--- src/rtl/mmt_pkg.sv ---
package mmt_pkg;
  typedef enum logic [1:0] {
    MODE_FREE    = 2'd0,
    MODE_GATE_LO = 2'd1,
    MODE_GATE_HI = 2'd2,
    MODE_EVENT   = 2'd3
  } mode_e;

  typedef struct packed {
    logic [3:0] src;
    mode_e      mode;
    logic       tc_pin;
    logic       reload;
    logic       up;
    logic       en;
  } ctrl_t;

  localparam int CTRL_W = $bits(ctrl_t);

  localparam logic [1:0] ADDR_CTRL   = 2'd0;
  localparam logic [1:0] ADDR_RELOAD = 2'd1;
  localparam logic [1:0] ADDR_COUNT  = 2'd2;
  localparam logic [1:0] ADDR_STAT   = 2'd3;

  localparam logic [3:0] SRC_CLK     = 4'd0;
  localparam logic [3:0] SRC_CASCADE = 4'd9;

  function automatic int unsigned div_of(input logic [3:0] sel);
    case (sel)
      4'd1:    return 2;
      4'd2:    return 4;
      4'd3:    return 6;
      4'd4:    return 16;
      4'd5:    return 32;
      4'd6:    return 62;
      4'd7:    return 128;
      4'd8:    return 256;
      default: return 1;
    endcase
  endfunction
endpackage

--- src/rtl/mmt_sync.sv ---
module mmt_sync #(
  parameter int W      = 2,
  parameter int STAGES = 2
) (
  input  logic         clk_i,
  input  logic         rst_ni,
  input  logic [W-1:0] d_i,
  output logic [W-1:0] q_o
);
  logic [STAGES-1:0][W-1:0] stg_q;

  always_ff @(posedge clk_i or negedge rst_ni) begin
    if (!rst_ni) stg_q <= '0;
    else         stg_q <= {stg_q[STAGES-2:0], d_i};
  end

  assign q_o = stg_q[STAGES-1];
endmodule

--- src/rtl/mmt_prescale.sv ---
module mmt_prescale #(
  parameter int PRE_W = 8
) (
  input  logic       clk_i,
  input  logic       rst_ni,
  input  logic       run_i,
  input  logic [3:0] sel_i,
  output logic       tick_o
);
  import mmt_pkg::*;

  logic [PRE_W-1:0] cnt_q;
  logic [PRE_W-1:0] limit;

  assign limit  = PRE_W'(div_of(sel_i) - 1);
  assign tick_o = run_i && (cnt_q >= limit);

  // Cleared while stopped so every run starts on a fixed phase.
  always_ff @(posedge clk_i or negedge rst_ni) begin
    if (!rst_ni)             cnt_q <= '0;
    else if (!run_i)         cnt_q <= '0;
    else if (cnt_q >= limit) cnt_q <= '0;
    else                     cnt_q <= cnt_q + 1'b1;
  end
endmodule

--- src/rtl/mmt_count.sv ---
module mmt_count #(
  parameter int CNT_W = 32
) (
  input  logic             clk_i,
  input  logic             rst_ni,
  input  logic             tick_i,
  input  logic             up_i,
  input  logic             reload_en_i,
  input  logic [CNT_W-1:0] reload_val_i,
  input  logic             load_i,
  input  logic [CNT_W-1:0] load_val_i,
  output logic [CNT_W-1:0] count_o,
  output logic             term_o
);
  logic [CNT_W-1:0] cnt_q;
  logic             at_term;

  assign at_term = up_i ? (&cnt_q) : (cnt_q == '0);
  assign term_o  = tick_i && at_term;
  assign count_o = cnt_q;

  always_ff @(posedge clk_i or negedge rst_ni) begin
    if (!rst_ni)                     cnt_q <= '0;
    else if (load_i)                 cnt_q <= load_val_i;
    else if (tick_i) begin
      if (at_term && reload_en_i)    cnt_q <= reload_val_i;
      else if (up_i)                 cnt_q <= cnt_q + 1'b1;
      else                           cnt_q <= cnt_q - 1'b1;
    end
  end
endmodule

--- src/rtl/multi_mode_timer.sv ---
module multi_mode_timer #(
  parameter int CNT_W       = 32,
  parameter int PRE_W       = 8,
  parameter int SYNC_STAGES = 2
) (
  input  logic             clk_i,
  input  logic             rst_ni,
  input  logic             reg_we_i,
  input  logic [1:0]       reg_addr_i,
  input  logic [CNT_W-1:0] reg_wdata_i,
  output logic [CNT_W-1:0] reg_rdata_o,
  input  logic             event_i,
  input  logic             gate_i,
  input  logic             cascade_i,
  output logic             tc_o,
  output logic             carry_o,
  output logic             irq_o
);
  import mmt_pkg::*;

  ctrl_t            ctrl_q;
  logic [CNT_W-1:0] reload_q;
  logic [CNT_W-1:0] count_q;
  logic             irq_q, tc_q, carry_q;
  logic             ev_s, gate_s, ev_d;
  logic             pre_tick, src_tick, tick, term;
  logic             wr_ctrl, wr_reload, wr_count, wr_stat;

  assign wr_ctrl   = reg_we_i && (reg_addr_i == ADDR_CTRL);
  assign wr_reload = reg_we_i && (reg_addr_i == ADDR_RELOAD);
  assign wr_count  = reg_we_i && (reg_addr_i == ADDR_COUNT);
  assign wr_stat   = reg_we_i && (reg_addr_i == ADDR_STAT);

  always_ff @(posedge clk_i or negedge rst_ni) begin
    if (!rst_ni) begin
      ctrl_q   <= '0;
      reload_q <= '0;
    end else begin
      if (wr_ctrl)   ctrl_q   <= ctrl_t'(reg_wdata_i[CTRL_W-1:0]);
      if (wr_reload) reload_q <= reg_wdata_i;
    end
  end

  mmt_sync #(.W(2), .STAGES(SYNC_STAGES)) u_sync (
    .clk_i (clk_i),
    .rst_ni(rst_ni),
    .d_i   ({event_i, gate_i}),
    .q_o   ({ev_s, gate_s})
  );

  always_ff @(posedge clk_i or negedge rst_ni) begin
    if (!rst_ni) ev_d <= 1'b0;
    else         ev_d <= ev_s;
  end

  mmt_prescale #(.PRE_W(PRE_W)) u_pre (
    .clk_i (clk_i),
    .rst_ni(rst_ni),
    .run_i (ctrl_q.en),
    .sel_i (ctrl_q.src),
    .tick_o(pre_tick)
  );

  always_comb begin
    if (ctrl_q.src == SRC_CLK)          src_tick = 1'b1;
    else if (ctrl_q.src == SRC_CASCADE) src_tick = cascade_i;
    else if (ctrl_q.src <= 4'd8)        src_tick = pre_tick;
    else                                src_tick = 1'b0;
  end

  always_comb begin
    case (ctrl_q.mode)
      MODE_GATE_LO: tick = src_tick && !gate_s;
      MODE_GATE_HI: tick = src_tick && gate_s;
      MODE_EVENT:   tick = ev_s && !ev_d;
      default:      tick = src_tick;
    endcase
    tick = tick && ctrl_q.en;
  end

  mmt_count #(.CNT_W(CNT_W)) u_cnt (
    .clk_i       (clk_i),
    .rst_ni      (rst_ni),
    .tick_i      (tick),
    .up_i        (ctrl_q.up),
    .reload_en_i (ctrl_q.reload),
    .reload_val_i(reload_q),
    .load_i      (wr_count),
    .load_val_i  (reg_wdata_i),
    .count_o     (count_q),
    .term_o      (term)
  );

  always_ff @(posedge clk_i or negedge rst_ni) begin
    if (!rst_ni) begin
      irq_q   <= 1'b0;
      tc_q    <= 1'b0;
      carry_q <= 1'b0;
    end else begin
      tc_q    <= term && ctrl_q.tc_pin;
      carry_q <= term;
      if (term)                           irq_q <= 1'b1;
      else if (wr_stat && reg_wdata_i[0]) irq_q <= 1'b0;
    end
  end

  assign tc_o    = tc_q;
  assign carry_o = carry_q;
  assign irq_o   = irq_q;

  always_comb begin
    case (reg_addr_i)
      ADDR_CTRL:   reg_rdata_o = CNT_W'(ctrl_q);
      ADDR_RELOAD: reg_rdata_o = reload_q;
      ADDR_COUNT:  reg_rdata_o = count_q;
      default:     reg_rdata_o = CNT_W'(irq_q);
    endcase
  end
endmodule

--- config.mk ---
export PLATFORM = sky130hd
export DESIGN_NAME = multi_mode_timer
export DESIGN_NICKNAME = d
export VERILOG_FILES = /design/src/rtl/mmt_pkg.sv /design/src/rtl/mmt_sync.sv /design/src/rtl/mmt_prescale.sv /design/src/rtl/mmt_count.sv /design/src/rtl/multi_mode_timer.sv
export SDC_FILE = /design/constraint.sdc
export NUM_CORES = 1
export LEC_CHECK = 0
export BUFFER_PORTS_ARGS = -buffer_cell sky130_fd_sc_hd__buf_2
export CAP_MARGIN = 20
export CORE_ASPECT_RATIO = 2
export CORE_MARGIN = 4
export CORE_UTILIZATION = 47
export DETAILED_ROUTE_END_ITERATION = 16
export PLACE_DENSITY = 0.66
export SLEW_MARGIN = 20
export SYNTH_ARGS = -nofsm -noshare
export SYNTH_HDL_FRONTEND = slang
export SYNTH_SLANG_ARGS = --single-unit
--- constraint.sdc ---
create_clock -name clk_i -period 8.59 [get_ports clk_i]
set_input_delay 1.718 -clock clk_i [delete_from_list [all_inputs] [get_ports clk_i]]
set_output_delay 1.718 -clock clk_i [all_outputs]
set_load 0.01 [all_outputs]
==> flow_summary.yaml, run 1 <==
sta:
  layout_setup_ws_ns: 3.89
  finalCritPeriodShare_pct: 54.7
  fin_skew_ns: 0.0105
  rsz0062_at_grt: "no"
  worst_slew_pin_slew_ns: 0.948
  relSlewSlack_pct: 36.8
  period_needed_ns: 4.70
  fmax_ghz: 0.213
  holdWs_ns: 0.352
  maxSlewViolCount: 0
  hold_viol_final: 0
  setup_violations: 0
  setup_tns_ns: 0
setup_path:
  startpoint_type: "primary input"
  worst-setup-path-type: "primary input to primary output"
  required_ns: 6.87
  path_max_fanout: 33
  critPathLaunch: "reg_addr_i[1]"
  endpoint_kind: "primary output"
  reg2reg_from: "ctrl_q[6]"
  arrival_ns: 2.98
cts:
  cts_root_buf: "clkbuf_16"
  clkTransAtPathRegs_ns: 0.07
  insertion_delay_ns: 0.35
  ctsHoldBuffers: 0
  clock_sinks: 90
  cts_buffer_depth: 2
  cts_max_level: 3
  post_cts_buffers: 0
  cts_tree: "built"
  post_cts_resized: 0
  cts_inserted_buffers: 9
logic_synthesis:
  async_reset_ff_share_pct: 100
  syn_nets: 803
  ys_types: 77
  synth_warnings: 0
  avgSynthCellArea_um2: 9.23
  synth_ff_type: "dfrtp_1"
  synth_edf_count: 0
  synth_area_um2: 6610
  yosysSeqAreaShare_pct: 34.1
  synthCells: 716
  synth-seq-cells: 90
global_routing:
  grt_pass1_vias: 5983
  grt_max_degree: 56
  grt_first_pass_wirelength_um: 31000
  track_usage_pct: 24.4
  antenna_found_initial: 1
  grt_overflow: 0
floorplan:
  io_pins: 75
  core_area_um2: 13800
  initial_utilization_pct: 47.8
  die-height_um: 176
  num_rows: 61
  die_x_um: 91.8
  die_area_um2: 16100
pwr:
  p_switching_uw: 1150
  intPower_uw: 1360
  seq_power_share_pct: 29.7
  p_leak_uw: 0.00331
  ir_drop_uv: 181
  pwr-share-clk_pct: 15.2
  combPwrFrac_pct: 55.0
  p_sw_share_pct: 45.9
  power_density_nw_per_um2: 340
routing:
  routedWlPerCell_um: 20.2
  drc: 0
  firstDrtPassIters: 5
  drt_iter0_drc: 384
  vias_per_cell: 6.12
  via_count: 5878
  totalWireLength_um: 19400
  antenna_left: 0
final_layout:
  nNetsFinal: 853
  synthToLayoutAreaGrowth_pct: 11.4
  drive_gt1_share_pct: 20.9
  n_fill_cell: 1328
placement:
  routabilityCongestion: 0.901
  dp_hpwl_um: 14500
  dp_slack_ns: 3.94
  portBuffers: 74
run:
  max-cap-violations: 0
hold_path:
  hp-class: "register to register"
  hold_path.startpoint: "u_sync.stg_q[1]"
outcome:
  outcome: "finished, final reports clean"
## metrics by stage
step / std cells / total power (uW) / cell area [um^2] / utilization, %
after floorplan: 716 / 1740 / 6610 / -
after global placement: 944 / 2080 / 7070 / 51.2
after detailed placement: 944 / 2110 / 7070 / 51.2
after CTS: 960 / 2510 / 7350 / 53.2
after global routing: 961 / 2700 / 7360 / 53.3
final: 961 / 2500 / 7360 / 53.3
## cells in the mapped netlist (5+ instances only)
master	instances	area, um^2
dfrtp_1	90	2250
nand2_1	73	274
nor2_1	56	210
ha_1	46	576
a21oi_1	41	205
mux2_2	37	417
o21ai_0	35	175
clkbuf_1	26	97.6
a22o_1	23	201
a21o_1	21	158
xnor2_1	18	158
xor2_1	17	149
nand3_1	15	75.1
nand4_1	15	93.8
inv_1	13	48.8
nor3_1	13	65.1
and3_1	12	75.1
mux2i_1	12	120
a221oi_1	11	96.3
o22ai_1	10	62.6
nor4_1	9	56.3
a211oi_1	8	60.1
buf_2	6	30.0
o211ai_1	6	45.0
o21bai_1	6	45.0
a311oi_1	5	43.8
a31oi_1	5	31.3
buf_6	5	56.3
o21ai_1	5	25.0
## kinds of logic after synthesis
kind of cell / synth area share [%]
simple gates: 16.2
compound gates: 23.6
flops: 34.1
buf+inv: 3.92
mux: 8.47
fa+ha+maj: 9.02
xor+xnor: 4.64
## layer usage
metal | vias up | GRT usage, % | share of wire [%]
met1 | 2888 | 24.6 | 36
li1 | 2776 | - | -
met4 | 0 | 13.8 | 4.9
met5 | - | 0 | 0
met3 | 61 | 3.13 | 3.4
met2 | 153 | 47.0 | 56
## cell type report
| class | count | area (um^2) | area share [%] |
|---|---|---|---|
| timing repair buffer | 82 | 433 | 5.88 |
| sequential | 90 | 2250 | 30.6 |
| clock buffer | 10 | 229 | 3.11 |
| tap | 189 | 236 | 3.21 |
| antenna | 1 | 2.50 | 0.0340 |
| multi-input combinational | 570 | 4110 | 55.8 |
| inverter | 13 | 48.8 | 0.663 |
| clock inverter | 6 | 50.0 | 0.680 |
## path summary, 6_finish.rpt
| kind | endpoint | slack (ns) | cells after the start |
|---|---|---|---|
| setup / recovery | reg_rdata_o[8] | 3.89 | 6 |
| hold / removal | u_sync.q_o[1] | 0.35 | 0 |
| setup reg to reg | u_cnt.count_o[9] | 3.90 | 15 |
| hold reg to reg | u_sync.q_o[1] | 0.35 | 0 |
| max in group asynchronous | u_cnt.count_o[31] | 6.16 | 2 |
| min in group asynchronous | u_sync.q_o[1] | 1.32 | 1 |
## state kept, by name, indices dropped and copies added, names as in the netlist
signal	cells
u_cnt.count_o	32
u_sync.stg_q	2
ev_d	1
irq_o	1
tc_o	1
reload_q	32
u_sync.q_o	2
carry_o	1
ctrl_q	10
u_pre.cnt_q	8
## critical path, stage by stage
cell	delay (ns)
buf_2	0.28
nor2b_2	0.20
buf_4	0.39
nand2_1	0.11
o21ai_0	0.11
buf_2	0.17
## power by group through the flow
stage	logic (uW)	registers, uW	clock network [uW]
floorplan	1090	653	0
global placement	1330	749	0
detailed placement	1360	750	0
CTS	1370	741	389
global route	1540	757	405
finish	1380	744	381
## cell usage in the layout (no fill, tap or decap), types with 6 or more instances in the layout
master     netlist  routed
dfrtp_1         90      90
nand2_1         73      73
buf_2            6      73
nor2_1          56      56
ha_1            46      46
a21oi_1         41      41
mux2_2          37      37
o21ai_0         35      35
a22o_1          23      23
a21o_1          21      21
xnor2_1         18      18
xor2_1          17      17
nand3_1         15      15
nand4_1         15      15
nor3_1          13      13
inv_1           13      13
mux2i_1         12      12
and3_1          12      12
a221oi_1        11      11
o22ai_1         10      10
nor4_1           9       9
clkbuf_16        0       9
buf_4            0       9
a211oi_1         8       8
o21bai_1         6       6
o211ai_1         6       6
Note: power is estimated with default switching activity, not from simulation.
==> run 2, diff against run 1 <==
--- a/config.mk
+++ b/config.mk
@@ -5,6 +5,7 @@
 export SDC_FILE = /design/constraint.sdc
 export NUM_CORES = 1
 export LEC_CHECK = 0
+export ABC_AREA = 1
 export BUFFER_PORTS_ARGS = -buffer_cell sky130_fd_sc_hd__buf_2
 export CAP_MARGIN = 20
 export CORE_ASPECT_RATIO = 2
==> constraint.sdc (replaced) <==
create_clock -name clk_i -period 4.45 [get_ports clk_i]
set_input_delay 0.89 -clock clk_i [delete_from_list [all_inputs] [get_ports clk_i]]
set_output_delay 0.89 -clock clk_i [all_outputs]
set_load 0.01 [all_outputs]
==> run 2 against run 1 <==
Combinational power is 150% higher. Non-clock buffer count stayed put. Final area is 13% higher. Largest cell class unchanged. Hold slack worse by 0.0047 ns. Total power is 120% higher. Critical endpoint is now u_cnt.count_o[3]. Cell count is 54% higher.
==> flow_summary.yaml, run 2 <==
pwr:
  combPwrFrac_pct: 62.1
  p_sw_share_pct: 52.4
  fin_total_pwr_uw: 5530
  power_density_nw_per_um2: 663
  seq_power_share_pct: 23.9
  intPower_uw: 2630
  pwr-share-clk_pct: 13.9
  p_switching_uw: 2900
  p_leak_uw: 0.00485
  ir_drop_uv: 323
routing:
  firstDrtPassIters: 5
  drc: 0
  totalWireLength_um: 26700
  routedWlPerCell_um: 18.0
  antenna_left: 0
  vias_per_cell: 5.36
  via_count: 7944
  drt_iter0_drc: 588
cts:
  cts_buffer_depth: 2
  cts_inserted_buffers: 9
  ctsHoldBuffers: 0
  cts_root_buf: "clkbuf_16"
  cts_tree: "built"
  clkTransAtPathRegs_ns: 0.06
  insertion_delay_ns: 0.35
  cts_max_level: 3
  clock_sinks: 90
  post_cts_buffers: 0
  post_cts_resized: 0
final_layout:
  antenna_cells: 0
  nNetsFinal: 1363
  drive_gt1_share_pct: 8.91
  mostFrequentLayoutCells: "nand2_1, inv_1, nor2_1"
  n_fill_cell: 1687
  final_common_cell: "nand2_1"
  synthToLayoutAreaGrowth_pct: 10.7
logic_synthesis:
  synth_edf_count: 0
  async_reset_ff_share_pct: 100
  syn_nets: 1302
  synth_ff_type: "dfrtp_1"
  yosys-top-cells-area: "dfrtp_1, nand2_1, inv_1"
  yosysSeqAreaShare_pct: 29.9
  synth_warnings: 0
  synth_top_area_share_pct: 29.9
  synth_top_cells_by_count: "nand2_1, inv_1, nor2_1"
  yosysMostFrequentCell: "nand2_1"
  synth_top_area_cell: "dfrtp_1"
  ys_types: 38
  synthCells: 1215
  synth-seq-cells: 90
  synth_area_um2: 7540
  avgSynthCellArea_um2: 6.20
hold_path:
  worstHoldPathCells: 0
  hp-class: "register to register"
setup_path:
  cp_cell_sequence: "inv_1 -> ha_1 -> o21ai_0 -> a21oi_1 -> nor2_1 -> nand2_1 -> nor2_1 -> nand2_1 -> xnor2_1 -> ha_1 -> nand2_1 -> inv_1 -> nor2_1 -> o21a_1 -> nand2_1 -> nand2_1 -> nand2_1 -> nand2_1 -> nand2_2 -> nand2_2 -> nand2_4 -> inv_4 -> nand2_1 -> nand2_1"
  worst-setup-path-type: "register to register"
  startpoint_type: "register"
  path_max_fanout: 28
  required_ns: 4.73
  path_common_cell: "nand2_1"
  max_stage_delay_ns: 0.43
  endpoint_kind: "register"
  cpMaxStageDelayCell: "dfrtp_1"
  arrival_ns: 3.93
  r2r_cells: 24
global_routing:
  grt_overflow: 0
  grt_pass1_vias: 7802
  grt_first_pass_wirelength_um: 40800
  grt_max_degree: 68
  track_usage_pct: 29.0
  antenna_found_initial: 0
placement:
  portBuffers: 74
  dp_hpwl_um: 21300
  routabilityCongestion: 0.922
sta:
  rsz0062_at_grt: "no"
  maxSlewViolCount: 0
  fin_skew_ns: 0.0112
  hold_viol_final: 0
  setup_tns_ns: 0
  fmax_ghz: 0.274
  period_needed_ns: 3.64
  setup_violations: 0
  finalCritPeriodShare_pct: 81.9
  worst_slew_pin_slew_ns: 1.07
  relSlewSlack_pct: 28.5
floorplan:
  die_area_um2: 18200
  num_rows: 65
  io_pins: 75
  die-height_um: 187
  core_area_um2: 15800
  die_x_um: 97.5
  initial_utilization_pct: 47.8
run:
  max-cap-violations: 0
outcome:
  outcome: "finished, final reports clean"
## run 2: worst paths after layout
path / from / to / slack (ns)
max in group asynchronous: rst_ni / reload_q[26] / 2.88
min in group asynchronous: rst_ni / reload_q[3] / 0.66
worst max register to register: ctrl_q[6] / u_cnt.count_o[3] / 0.81
worst max-delay path: ctrl_q[6] / u_cnt.count_o[3] / 0.81
worst min-delay path: u_sync.stg_q[1] / u_sync.q_o[1] / 0.35
worst min register to register: u_sync.stg_q[1] / u_sync.q_o[1] / 0.35
## run 2: worst max-delay path, delay by kind of cell (launching register included)
| family | cells | cell delay (ns) |
|---|---|---|
| and+or+nand+nor | 15 | 1.50 |
| buffers and inverters | 3 | 0.51 |
| adders and majority gates | 2 | 0.51 |
| AOI/OAI and AO/OA | 3 | 0.47 |
| DFF | 1 | 0.43 |
| xor gates and xnor gates | 1 | 0.14 |
## run 2: power by group through the flow
stage,clock network (uW),logic (uW),registers [uW]
2_1_floorplan,0,2460,1190
3_3_place_gp,0,3360,1320
3_5_place_dp,0,3390,1330
4_1_cts,784,3410,1310
5_1_grt,809,3860,1340
6_report,771,3430,1320
## run 2: through the flow
step	std cells	utilization [%]	setup WS [ns]	instance area, um^2	hold slack, ns
floorplan	1215	-	1.47	7540	0.331
global placement	1466	51.0	0.977	8050	0.337
detailed placement	1466	51.0	0.856	8050	0.335
CTS	1481	52.9	0.818	8340	0.349
global route	1481	52.9	0.372	8340	0.357
finish	1481	52.9	0.807	8340	0.348
## run 2: metal layers
metal	up-vias	track usage, %	share of wire [%]	routed length (um)
li1	3925	-	-	-
met1	3626	28.7	34	9010
met2	283	54.3	53	14100
met3	110	3.02	4.5	1210
met4	0	21.7	8.7	2310
met5	-	0	0	0
## run 2: final cells by class
cell class	instances	area, um^2	share of cell area, %
clock inverters	5	55.1	0.660
repair buffers	82	433	5.19
well taps	201	251	3.01
clock buffers	10	239	2.86
multi-input cells	890	4350	52.1
inverters	203	764	9.16
flip-flops and latches	90	2250	27.0
## run 2: cells by family (layout without fill, tap and decap cells)
group / Yosys count / count (layout) / share of synthesized area (%)
XOR/XNOR: 22 / 22 / 2.56
adder cells (fa/ha/maj): 47 / 47 / 7.90
AND/OR/NAND/NOR: 691 / 691 / 37.5
buffers and inverters: 235 / 300 / 12.4
flip-flops: 90 / 90 / 29.9
AO/OA/AOI/OAI: 127 / 127 / 9.31
multiplexers: 3 / 3 / 0.448
